$ cat config.mk
export PLATFORM = sky130hd
export DESIGN_NAME = lbm_engine
export DESIGN_NICKNAME = d
export VERILOG_FILES = /design/src/rtl/lbm_pkg.sv /design/src/rtl/lbm_cursor.sv /design/src/rtl/lbm_overlap.sv /design/src/rtl/lbm_ctrl.sv /design/src/rtl/lbm_engine.sv
export SDC_FILE = /design/constraint.sdc
export NUM_CORES = 1
export LEC_CHECK = 0
export BUFFER_PORTS_ARGS = -buffer_cell sky130_fd_sc_hd__buf_2
export CORE_ASPECT_RATIO = 1.4
export CORE_MARGIN = 5
export CORE_UTILIZATION = 45
export CTS_CLUSTER_DIAMETER = 60
export DETAILED_ROUTE_END_ITERATION = 8
export GPL_TIMING_DRIVEN = 1
export MAX_ROUTING_LAYER = met4
export PLACE_DENSITY = 0.74
export SETUP_SLACK_MARGIN = 0.05
export SYNTH_ARGS = -nofsm -noshare
export SYNTH_HDL_FRONTEND = slang
export SYNTH_SLANG_ARGS = --single-unit
$ cat constraint.sdc
create_clock -name clk -period 10.9 [get_ports clk]
set_input_delay 0 -clock clk [delete_from_list [all_inputs] [get_ports clk]]
set_output_delay 0 -clock clk [all_outputs]
set_load 0.02 [all_outputs]
$ cat src/rtl/lbm_pkg.sv
// Shared definitions for the padded long block-move engine.
// Assumes: condition-code encodings are fixed by the register contract.
package lbm_pkg;

    typedef enum logic [2:0] {
        ST_IDLE,
        ST_CHECK,
        ST_READ,
        ST_WRITE,
        ST_NEXT,
        ST_FIN
    } lbm_state_t;

    localparam logic [1:0] CC_EQUAL     = 2'd0;
    localparam logic [1:0] CC_DST_SHORT = 2'd1;
    localparam logic [1:0] CC_DST_LONG  = 2'd2;
    localparam logic [1:0] CC_OVERLAP   = 2'd3;

endpackage

$ cat src/rtl/lbm_cursor.sv
// One operand cursor: an address that counts up with wrap and a length
// that counts down. Loaded at start, stepped once per consumed byte.
// Assumes: step is never asserted while the length is zero.
module lbm_cursor #(
    parameter int ADDR_W = 24
) (
    input  logic              clk,
    input  logic              rst_n,
    input  logic              load,
    input  logic              step,
    input  logic [ADDR_W-1:0] addr_i,
    input  logic [ADDR_W-1:0] len_i,
    output logic [ADDR_W-1:0] addr_q,
    output logic [ADDR_W-1:0] len_q,
    output logic              empty
);

    localparam logic [ADDR_W-1:0] ONE = ADDR_W'(1);

    // Hold, reload or advance the cursor.
    always_ff @(posedge clk) begin
        if (!rst_n) begin
            addr_q <= '0;
            len_q  <= '0;
        end else if (load) begin
            addr_q <= addr_i;
            len_q  <= len_i;
        end else if (step) begin
            addr_q <= addr_q + ONE;
            len_q  <= len_q - ONE;
        end
    end

    // Flag an exhausted operand.
    always_comb begin
        empty = (len_q == '0);
    end

endmodule

$ cat src/rtl/lbm_overlap.sv
// Pre-move decision logic: length comparison code and destructive-overlap
// detection on a circular address space.
// Assumes: inputs are the freshly loaded cursor values (stable in CHECK).
module lbm_overlap #(
    parameter int ADDR_W = 24
) (
    input  logic [ADDR_W-1:0] dst_addr,
    input  logic [ADDR_W-1:0] dst_len,
    input  logic [ADDR_W-1:0] src_addr,
    input  logic [ADDR_W-1:0] src_len,
    output logic [1:0]        cc_len,
    output logic              destructive
);
    import lbm_pkg::*;

    localparam logic [ADDR_W-1:0] ONE = ADDR_W'(1);

    logic [ADDR_W-1:0] span;
    logic [ADDR_W-1:0] offset;

    // Compare lengths for the condition code.
    always_comb begin
        if (dst_len == src_len)     cc_len = CC_EQUAL;
        else if (dst_len < src_len) cc_len = CC_DST_SHORT;
        else                        cc_len = CC_DST_LONG;
    end

    // Circular distance from source start to destination start; the move
    // is destructive when that distance lands inside (0, span).
    always_comb begin
        span        = (dst_len < src_len) ? dst_len : src_len;
        offset      = dst_addr - src_addr;
        destructive = (span > ONE) && (offset != '0) && (offset < span);
    end

endmodule

$ cat src/rtl/lbm_ctrl.sv
// Sequencer for the block move: decide, then loop read/write per byte,
// sampling the interrupt request only after each completed store.
// Assumes: mem_ack is only returned while mem_req is high.
module lbm_ctrl (
    input  logic       clk,
    input  logic       rst_n,
    input  logic       start,
    input  logic       irq_req,
    input  logic       mem_ack,
    input  logic       dst_empty,
    input  logic       src_empty,
    input  logic       destructive,
    input  logic [1:0] cc_len,
    output logic       load,
    output logic       dst_step,
    output logic       src_step,
    output logic       capture,
    output logic       from_src,
    output logic       mem_req,
    output logic       mem_we,
    output logic       busy,
    output logic       done,
    output logic       paused,
    output logic [1:0] cc
);
    import lbm_pkg::*;

    lbm_state_t state;
    logic       stop_irq;

    // State sequencing, byte-kind selection and result code.
    always_ff @(posedge clk) begin
        if (!rst_n) begin
            state    <= ST_IDLE;
            from_src <= 1'b0;
            stop_irq <= 1'b0;
            cc       <= CC_EQUAL;
        end else begin
            case (state)
                ST_IDLE: begin
                    if (start) state <= ST_CHECK;
                end
                ST_CHECK: begin
                    stop_irq <= 1'b0;
                    if (destructive) begin
                        cc    <= CC_OVERLAP;
                        state <= ST_FIN;
                    end else begin
                        cc <= cc_len;
                        if (dst_empty) begin
                            state <= ST_FIN;
                        end else if (!src_empty) begin
                            from_src <= 1'b1;
                            state    <= ST_READ;
                        end else begin
                            from_src <= 1'b0;
                            state    <= ST_WRITE;
                        end
                    end
                end
                ST_READ: begin
                    if (mem_ack) state <= ST_WRITE;
                end
                ST_WRITE: begin
                    if (mem_ack) state <= ST_NEXT;
                end
                ST_NEXT: begin
                    if (dst_empty) begin
                        state <= ST_FIN;
                    end else if (irq_req) begin
                        stop_irq <= 1'b1;
                        state    <= ST_FIN;
                    end else if (!src_empty) begin
                        from_src <= 1'b1;
                        state    <= ST_READ;
                    end else begin
                        from_src <= 1'b0;
                        state    <= ST_WRITE;
                    end
                end
                default: begin
                    state <= ST_IDLE;
                end
            endcase
        end
    end

    // Decode state into strobes and memory controls.
    always_comb begin
        load     = (state == ST_IDLE) && start;
        mem_req  = (state == ST_READ) || (state == ST_WRITE);
        mem_we   = (state == ST_WRITE);
        capture  = (state == ST_READ) && mem_ack;
        dst_step = (state == ST_WRITE) && mem_ack;
        src_step = dst_step && from_src;
        busy     = (state != ST_IDLE);
        done     = (state == ST_FIN) && !stop_irq;
        paused   = (state == ST_FIN) && stop_irq;
    end

endmodule

$ cat src/rtl/lbm_engine.sv
// Top of the padded long block-move engine. Splits the register images,
// drives two operand cursors, the overlap decision and the sequencer, and
// rebuilds the register images for completion or resumption.
// Assumes: REG_W - ADDR_W equals BYTE_W (the pad byte fills the top byte).
module lbm_engine #(
    parameter int ADDR_W = 24,
    parameter int REG_W  = 32,
    parameter int BYTE_W = 8
) (
    input  logic              clk,
    input  logic              rst_n,
    input  logic              start,
    input  logic [REG_W-1:0]  dst_addr_i,
    input  logic [REG_W-1:0]  dst_len_i,
    input  logic [REG_W-1:0]  src_addr_i,
    input  logic [REG_W-1:0]  src_len_i,
    input  logic              irq_req,
    output logic              mem_req,
    output logic              mem_we,
    output logic [ADDR_W-1:0] mem_addr,
    output logic [BYTE_W-1:0] mem_wdata,
    input  logic [BYTE_W-1:0] mem_rdata,
    input  logic              mem_ack,
    output logic              busy,
    output logic              done,
    output logic              paused,
    output logic [1:0]        cc,
    output logic [REG_W-1:0]  dst_addr_o,
    output logic [REG_W-1:0]  dst_len_o,
    output logic [REG_W-1:0]  src_addr_o,
    output logic [REG_W-1:0]  src_len_o
);

    localparam int HI_W = REG_W - ADDR_W;

    logic              load, dst_step, src_step, capture, from_src;
    logic              dst_empty, src_empty, destructive;
    logic [1:0]        cc_len;
    logic [ADDR_W-1:0] dst_addr_q, dst_len_q, src_addr_q, src_len_q;
    logic [HI_W-1:0]   dst_len_hi_q;
    logic [BYTE_W-1:0] pad_q;
    logic [BYTE_W-1:0] byte_q;
    logic              unused_hi;

    // Top bytes of the address images carry no meaning on input.
    assign unused_hi = ^{dst_addr_i[REG_W-1:ADDR_W], src_addr_i[REG_W-1:ADDR_W]};

    lbm_cursor #(.ADDR_W(ADDR_W)) u_dst (
        .clk    (clk),
        .rst_n  (rst_n),
        .load   (load),
        .step   (dst_step),
        .addr_i (dst_addr_i[ADDR_W-1:0]),
        .len_i  (dst_len_i[ADDR_W-1:0]),
        .addr_q (dst_addr_q),
        .len_q  (dst_len_q),
        .empty  (dst_empty)
    );

    lbm_cursor #(.ADDR_W(ADDR_W)) u_src (
        .clk    (clk),
        .rst_n  (rst_n),
        .load   (load),
        .step   (src_step),
        .addr_i (src_addr_i[ADDR_W-1:0]),
        .len_i  (src_len_i[ADDR_W-1:0]),
        .addr_q (src_addr_q),
        .len_q  (src_len_q),
        .empty  (src_empty)
    );

    lbm_overlap #(.ADDR_W(ADDR_W)) u_ovl (
        .dst_addr    (dst_addr_q),
        .dst_len     (dst_len_q),
        .src_addr    (src_addr_q),
        .src_len     (src_len_q),
        .cc_len      (cc_len),
        .destructive (destructive)
    );

    lbm_ctrl u_ctrl (
        .clk         (clk),
        .rst_n       (rst_n),
        .start       (start),
        .irq_req     (irq_req),
        .mem_ack     (mem_ack),
        .dst_empty   (dst_empty),
        .src_empty   (src_empty),
        .destructive (destructive),
        .cc_len      (cc_len),
        .load        (load),
        .dst_step    (dst_step),
        .src_step    (src_step),
        .capture     (capture),
        .from_src    (from_src),
        .mem_req     (mem_req),
        .mem_we      (mem_we),
        .busy        (busy),
        .done        (done),
        .paused      (paused),
        .cc          (cc)
    );

    // Keep the pass-through high bytes of the length images.
    always_ff @(posedge clk) begin
        if (!rst_n) begin
            dst_len_hi_q <= '0;
            pad_q        <= '0;
        end else if (load) begin
            dst_len_hi_q <= dst_len_i[REG_W-1:ADDR_W];
            pad_q        <= src_len_i[REG_W-1:ADDR_W];
        end
    end

    // Hold the byte just read until its store completes.
    always_ff @(posedge clk) begin
        if (!rst_n)       byte_q <= '0;
        else if (capture) byte_q <= mem_rdata;
    end

    // Route the cursor of the current access and pick data or pad.
    always_comb begin
        mem_addr  = mem_we ? dst_addr_q : src_addr_q;
        mem_wdata = from_src ? byte_q : pad_q;
    end

    // Rebuild register images: addresses zero-extended, lengths keep top byte.
    always_comb begin
        dst_addr_o = {{HI_W{1'b0}}, dst_addr_q};
        src_addr_o = {{HI_W{1'b0}}, src_addr_q};
        dst_len_o  = {dst_len_hi_q, dst_len_q};
        src_len_o  = {pad_q, src_len_q};
    end

endmodule

==> run_results.csv, run 1 <==
group,metric,value,unit
grt,grtUsageTotal,29.1,%
grt,antenna_found_initial,2,
die,start_util,45.9,%
die,fp.dieW,133,um
grt,grt_pass1_vias,10500,
die,row_count,62,
synthesis,syn_inst,1222,
place,routabilityCongestion,0.971,
power,p_int,0.00177,W
power,p_leak,5.49,nW
drt,viasPerCell,5.72,
synthesis,ys_async_sr_fraction,0,%
drt,ant_nets,0,
synthesis,synth.area.top_cells,"dfxtp_1 27%, ha_1 9.5%, xnor2_1 5.9%",
clock_tree,cts_buffers,17,
power,p_sw,0.00178,W
critical_path,cp-start-kind,"flip-flop",
clock_tree,clock_sinks,127,
critical_path,slowest_stage,"or2_2",
synthesis,syn_avg_cell_area,7.75,sq um
synthesis,synth_area_leader_cell,"dfxtp_1",
drt,first_iter_violations,658,
clock_tree,cts-root-buf,"clkbuf_16",
die,dieArea,24100,sq um
drt,dr.pass1.iters,6,
synthesis,ys_ff_latch,127,
timing,finClkSkew,15.8,ps
synthesis,ys.flop_type,"dfxtp_1",
die,core,20600,sq um
run_status,status,"completed",
final_layout,drive_gt1_share,21.9,%
drt,wl_per_cell,19.0,um
synthesis,synth_top_area_share,26.8,%
power,clkPwrFrac,15.6,%
clock_tree,clock_latency,440,ps
drt,wirelength,35200,um
flow_run,maxCapViolations,0,
timing,hold_slack,56.5,ps
clock_tree,path_clk_slew,60,ps
timing,worst_pin_slew,1080,ps
die,die_h,182,um
clock_tree,cts_max_path_buffers,2,
critical_path,endpoint_kind,"flip-flop",
critical_path,cp_max_fo,25,
final_layout,syn_to_final_growth,34.0,%
critical_path,arrival,5780,ps
synthesis,yosysUniqueCellTypes,83,
critical_path,setup.worst_path.class,"flip-flop to flip-flop",
timing,setup_viol,0,
critical_path,cp_data_required_time,11250,ps
grt,grt_pass1_wl,54800,um
power,ir_worst_vdd,0.135,mV
timing,rsz0062_at_grt,"no",
final_layout,final_nets,1798,
place,io_buffer_count,275,
synthesis,ys_seq_area_share,26.8,%
min_path,min_path_type,"input pin to flip-flop",
synthesis,yosysWarnings,0,
drt,drc,0,
grt,overflow,0,
timing,max_freq,184,MHz
drt,vias,10600,
grt,grt_start_max_net_pins,101,
timing,relSlewSlack,27.9,%
timing,setup-tns-final,0,ps
power,power_frac_seq,22.2,%
final_layout,nFillCells,1825,
power,switching_share,50.1,%
timing,fin_crit,5430,ps
timing,drv_slew,0,
clock_tree,cts_tree,"done",
critical_path,crit_buf_inv,1,
synthesis,netlist_area,9470,sq um
place,dp_hpwl,25500,um
clock_tree,htreeDepth,4,
die,io_pins,308,
final_layout,final_util,61.5,%
synthesis,synth_enable_flop_cells,0,
power,p_comb_share,62.2,%
timing,min_period_over_period,49.8,%
clock_tree,post_cts_buffers,0,
critical_path,cpLargestDelayFamily,"compound AO/OA/AOI/OAI gates",
critical_path,crit_chain,"inv_1, ha_1, nand4_1, nor4_1, o31a_1, or2_2, mux2i_1, ha_1, a21o_1, a21o_1, a221oi_1, nand3_1, o211ai_1, a211o_1, a311oi_1, a211oi_4, o21ai_4, o311a_1, a211oi_1",
power,power_density,280,nW/um^2
critical_path,max_stage_delay,630,ps
timing,hold_violations,0,
## metrics by stage
stage | total power (W) | worst slack, ps | cells | area [sq um]
after floorplan | 0.00235 | 5870 | 1237 | 9530
after global routing | 0.00382 | 5020 | 1855 | 12700
final | 0.00356 | 5470 | 1855 | 12700
after global placement | 0.00288 | 5580 | 1695 | 10900
after detailed placement | 0.00293 | 5540 | 1695 | 10900
after CTS | 0.00354 | 5520 | 1853 | 12700
## path summary, 6_finish.rpt
| check | endpoint | start | depth (start not counted) | slack (ps) |
|---|---|---|---|---|
| worst max-delay path | u_ctrl.state[0] | u_src.len_q[20] | 19 | 5470 |
| worst min register to register | dst_len_hi_q[2] | dst_len_hi_q[2] | 2 | 460 |
| worst min-delay path | u_ctrl.state[0] | start | 5 | 60 |
| worst max register to register | u_ctrl.state[0] | u_src.len_q[20] | 19 | 5470 |
## timing repair
item / in CTS / in global routing
resized for setup: 0 / 0
hold buffers: 126 / 0
hold endpoints to repair: 126 / 0
## state kept, by name, summed over array words and instances, names as in the netlist
name and flops:
u_dst.addr_q 24, u_dst.len_q 24, u_src.addr_q 24, u_src.len_q 24, byte_q 8, dst_len_hi_q 8, pad_q 8, u_ctrl.state 3
u_ctrl.cc 2, u_ctrl.from_src 1, u_ctrl.stop_irq 1
## layout by cell type, fill, tap and decap left out, types with 3 or more instances in the layout
| cell | n |
|---|---|
| or2_2 | 4 |
| a211oi_1 | 68 |
| a21o_1 | 14 |
| nand2b_1 | 8 |
| dfxtp_1 | 127 |
| o21ai_0 | 65 |
| nor4_1 | 16 |
| xnor2_1 | 64 |
| and3_1 | 18 |
| inv_1 | 64 |
| mux2_2 | 9 |
| o211ai_1 | 9 |
| o21a_1 | 3 |
| mux2i_1 | 31 |
| clkbuf_16 | 17 |
| a31oi_1 | 9 |
| ha_1 | 72 |
| conb_1 | 16 |
| a22oi_1 | 5 |
| buf_4 | 7 |
| buf_2 | 275 |
| nor3_1 | 26 |
| nor2b_1 | 7 |
| and2_1 | 5 |
| a311oi_1 | 22 |
| xor2_1 | 18 |
| o21ai_1 | 6 |
| or4_1 | 5 |
| nand3_1 | 34 |
| nand4_1 | 20 |
| clkinv_4 | 3 |
| nor2_1 | 129 |
| dlygate4sd3_1 | 126 |
| inv_6 | 5 |
| o311ai_0 | 5 |
| clkinvlp_4 | 4 |
| a21oi_1 | 68 |
| or3_1 | 26 |
| nand2_1 | 127 |
## worst reg2reg max path, cell delays in order (launching register included)
cell      delay [ps]
dfxtp_1          440
inv_1             90
ha_1             300
nand4_1          170
nor4_1           560
o31a_1           340
or2_2            630
mux2i_1          300
ha_1             280
a21o_1           160
a21o_1           170
a221oi_1         400
nand3_1          120
o211ai_1         190
a211o_1          140
a311oi_1         130
a211oi_4         270
o21ai_4          140
o311a_1          310
a211oi_1         190
## layout make-up
class	count	area [sq um]	area share, %
diodes	2	5.00	0.0395
clock buffers	18	439	3.46
well taps	256	320	2.52
clock inverters	14	123	0.967
flip-flops and latches	127	2540	20.0
multi-input cells	964	6320	49.8
inverters	66	249	1.96
repair buffers	408	2690	21.2
## kinds of logic after synthesis
kind of cell	synth area share (%)
xor+xnor	7.87
buf+inv	7.12
mux	4.35
flops	26.8
other cells	0.0396
compound gates	22.0
fa+ha+maj	9.83
simple gates	22.0
## layer usage
layer  vias up  wire length [um]  track usage (%)
met5         -                 0                -
met1      4935             13600             31.2
met3       117              1930             4.51
met4         0              1930             16.4
met2       446             17700             50.9
li1       5108                 -                -
## synth_stat cells, drive strengths merged (5+ instances only)
| cell | instances |
|---|---|
| a21o | 15 |
| a211oi | 70 |
| xor2 | 19 |
| inv | 66 |
| or3 | 26 |
| nor2b | 7 |
| or4 | 6 |
| a311oi | 22 |
| buf | 21 |
| o21ai | 72 |
| a22oi | 5 |
| mux2 | 9 |
| ha | 72 |
| nor2 | 129 |
| xnor2 | 64 |
| nand2b | 9 |
| nand2 | 128 |
| dfxtp | 127 |
| o211ai | 9 |
| and3 | 18 |
| o311ai | 6 |
| a21oi | 70 |
| nand3 | 35 |
| nor4 | 16 |
| nand4 | 20 |
| nor3 | 27 |
| or2 | 6 |
| mux2i | 31 |
| and2 | 8 |
| a31oi | 9 |
| clkbuf | 58 |
## power by group through the flow
stage	Sequential, W	Combinational (W)	Clock [W]
after floorplan	0.000840	0.00151	0
after global placement	0.000787	0.00209	0
after detailed placement	0.000791	0.00214	0
after CTS	0.000783	0.00219	0.000566
after global routing	0.000803	0.00244	0.000585
final	0.000789	0.00221	0.000557
Power figures use the tool's default switching activity.
==> run 2, diff against run 1 <==
--- a/config.mk
+++ b/config.mk
@@ -13,7 +13,7 @@
 export DETAILED_ROUTE_END_ITERATION = 8
 export GPL_TIMING_DRIVEN = 1
 export MAX_ROUTING_LAYER = met4
-export PLACE_DENSITY = 0.74
+export PLACE_DENSITY = 0.77
 export SETUP_SLACK_MARGIN = 0.05
 export SYNTH_ARGS = -nofsm -noshare
 export SYNTH_HDL_FRONTEND = slang
==> constraint.sdc (replaced) <==
create_clock -name clk -period 4.9 [get_ports clk]
set_input_delay 0 -clock clk [delete_from_list [all_inputs] [get_ports clk]]
set_output_delay 0 -clock clk [all_outputs]
set_load 0.02 [all_outputs]
==> run_results.csv, run 2 (synthesized netlist as in run 1, its figures left out) <==
group,metric,value,unit
run_status,status,"completed",
grt,grt_pass1_vias,10900,
min_path,min_path_type,"input pin to flip-flop",
drt,wl_per_cell,20.0,um
timing,drv_slew,0,
place,dp.cells,1783,
timing,layout_setup_ws,218,ps
die,dieArea,24100,sq um
die,row_count,62,
clock_tree,cts_max_path_buffers,2,
critical_path,crit_path_start,"u_dst.len_q[18]",
clock_tree,htreeDepth,4,
place,dp_hpwl,29000,um
clock_tree,cts_tree,"done",
die,start_util,45.9,%
final_layout,layout_commonest_cell,"buf_2",
final_layout,syn_to_final_growth,41.5,%
grt,antenna_found_initial,1,
critical_path,timing.rr.start,"u_dst.len_q[18]",
place,routabilityCongestion,0.994,
clock_tree,cts_buffers,17,
critical_path,cp_data_required_time,5240,ps
clock_tree,clock_latency,430,ps
drt,drc,0,
drt,ant_nets,0,
power,p_leak,5.95,nW
place,pre_cts_ws,133,ps
critical_path,arrival,5030,ps
timing,min_period_over_period,95.6,%
critical_path,cp-start-kind,"flip-flop",
clock_tree,cts-root-buf,"clkbuf_16",
place,io_buffer_count,275,
grt,overflow,0,
final_layout,final_nets,1886,
drt,vias,11200,
grt,grt_pass1_wl,58900,um
clock_tree,clock_sinks,127,
critical_path,rr_endpoint,"u_ctrl.state[0]",
clock_tree,path_clk_slew,60,ps
grt,grtUsageTotal,31.8,%
critical_path,cp_max_fo,12,
critical_path,endpoint_kind,"flip-flop",
timing,rsz0062_at_grt,"no",
critical_path,r2r_cells,19,
critical_path,endpoint,"u_ctrl.state[0]",
final_layout,drive_gt1_share,26.7,%
die,core,20600,sq um
drt,dr.pass1.iters,5,
timing,setup-tns-final,0,ps
drt,viasPerCell,5.74,
power,power.total,0.00850,W
critical_path,setup.worst_path.class,"flip-flop to flip-flop",
power,ir_worst_vdd,0.344,mV
drt,wirelength,38800,um
die,fp.dieW,133,um
timing,relSlewSlack,15.3,%
timing,finClkSkew,12.2,ps
power,power_density,634,nW/um^2
grt,grt_start_max_net_pins,103,
timing,fin_crit,4680,ps
die,io_pins,308,
die,die_h,182,um
timing,setup_viol,0,
critical_path,reg2reg_slack,220,ps
final_layout,layout_common_cells,"275 x buf_2, 129 x nor2_1, 127 x nand2_1",
flow_run,maxCapViolations,0,
final_layout,layoutNonFillerInstCount,1943,
clock_tree,post_cts_buffers,0,
timing,max_freq,214,MHz
timing,worst_pin_slew,1270,ps
drt,first_iter_violations,823,
timing,hold_violations,0,
run 2: final cells by class:
class                           count  area (sq um)
Antenna cell                        2          5.00
Clock buffer                       18           429
Clock inverter                     14           133
Fill cell                        1757          7240
Inverter                           66           249
Multi-Input combinational cell    964          6360
Sequential cell                   127          2550
Tap cell                          256           320
Timing Repair Buffer              496          3350
run 2: metrics by stage:
stage,hold slack (ps),area [sq um],util [%]
after CTS,41.1,13300,64.7
after detailed placement,245,11500,55.8
final,63.5,13400,64.9
after global placement,236,11500,55.8
after floorplan,136,9530,-
after global routing,109,13400,64.9
run 2: per-layer routing:
metal  routed length [um]  vias to the layer above  global-route usage (%)  part of all wire, %
met5                    0                        -                       -                    0
met2                19300                      570                    55.5                   50
met4                 3010                        0                    20.9                  7.8
li1                     -                     5272                       -                    -
met3                 2540                      148                    5.23                  6.5
met1                14000                     5160                    32.8                   36
run 2: power breakdown:
part           internal (W)  switching [W]
clock              0.000705       0.000537
sequential          0.00130       0.000255
combinational       0.00234        0.00337
total               0.00434        0.00416
run 2: worst min path at each step:
stage,start,endpoint,cells past startpoint
6_report,start,u_ctrl.state[0],5
3_3_place_gp,mem_rdata[1],byte_q[1],3
2_1_floorplan,dst_len_i[24],dst_len_hi_q[0],2
4_1_cts,start,u_ctrl.state[0],5
5_1_grt,start,u_ctrl.state[0],5
3_5_place_dp,mem_rdata[5],byte_q[5],3
run 2: repair_timing:
action                                  in CTS  in global routing
gates resized for setup                      0                 17
hold endpoints to repair                   125                  0
hold buffers                               126                  0
endpoints found under the setup margin       0                  6
run 2: worst max-delay path, cell delays in order, from the launching register on:
cell	delay, ps
dfxtp_1	380
ha_1	330
nand4_1	220
nor4_2	450
o31a_1	230
or2_4	250
mux2i_1	280
ha_1	280
a21o_1	170
a21o_1	170
a221oi_1	280
buf_4	170
nand3_1	70
o211ai_1	170
a211o_1	130
a311oi_1	130
a211oi_4	260
o21ai_4	120
o311a_1	300
a211oi_1	190
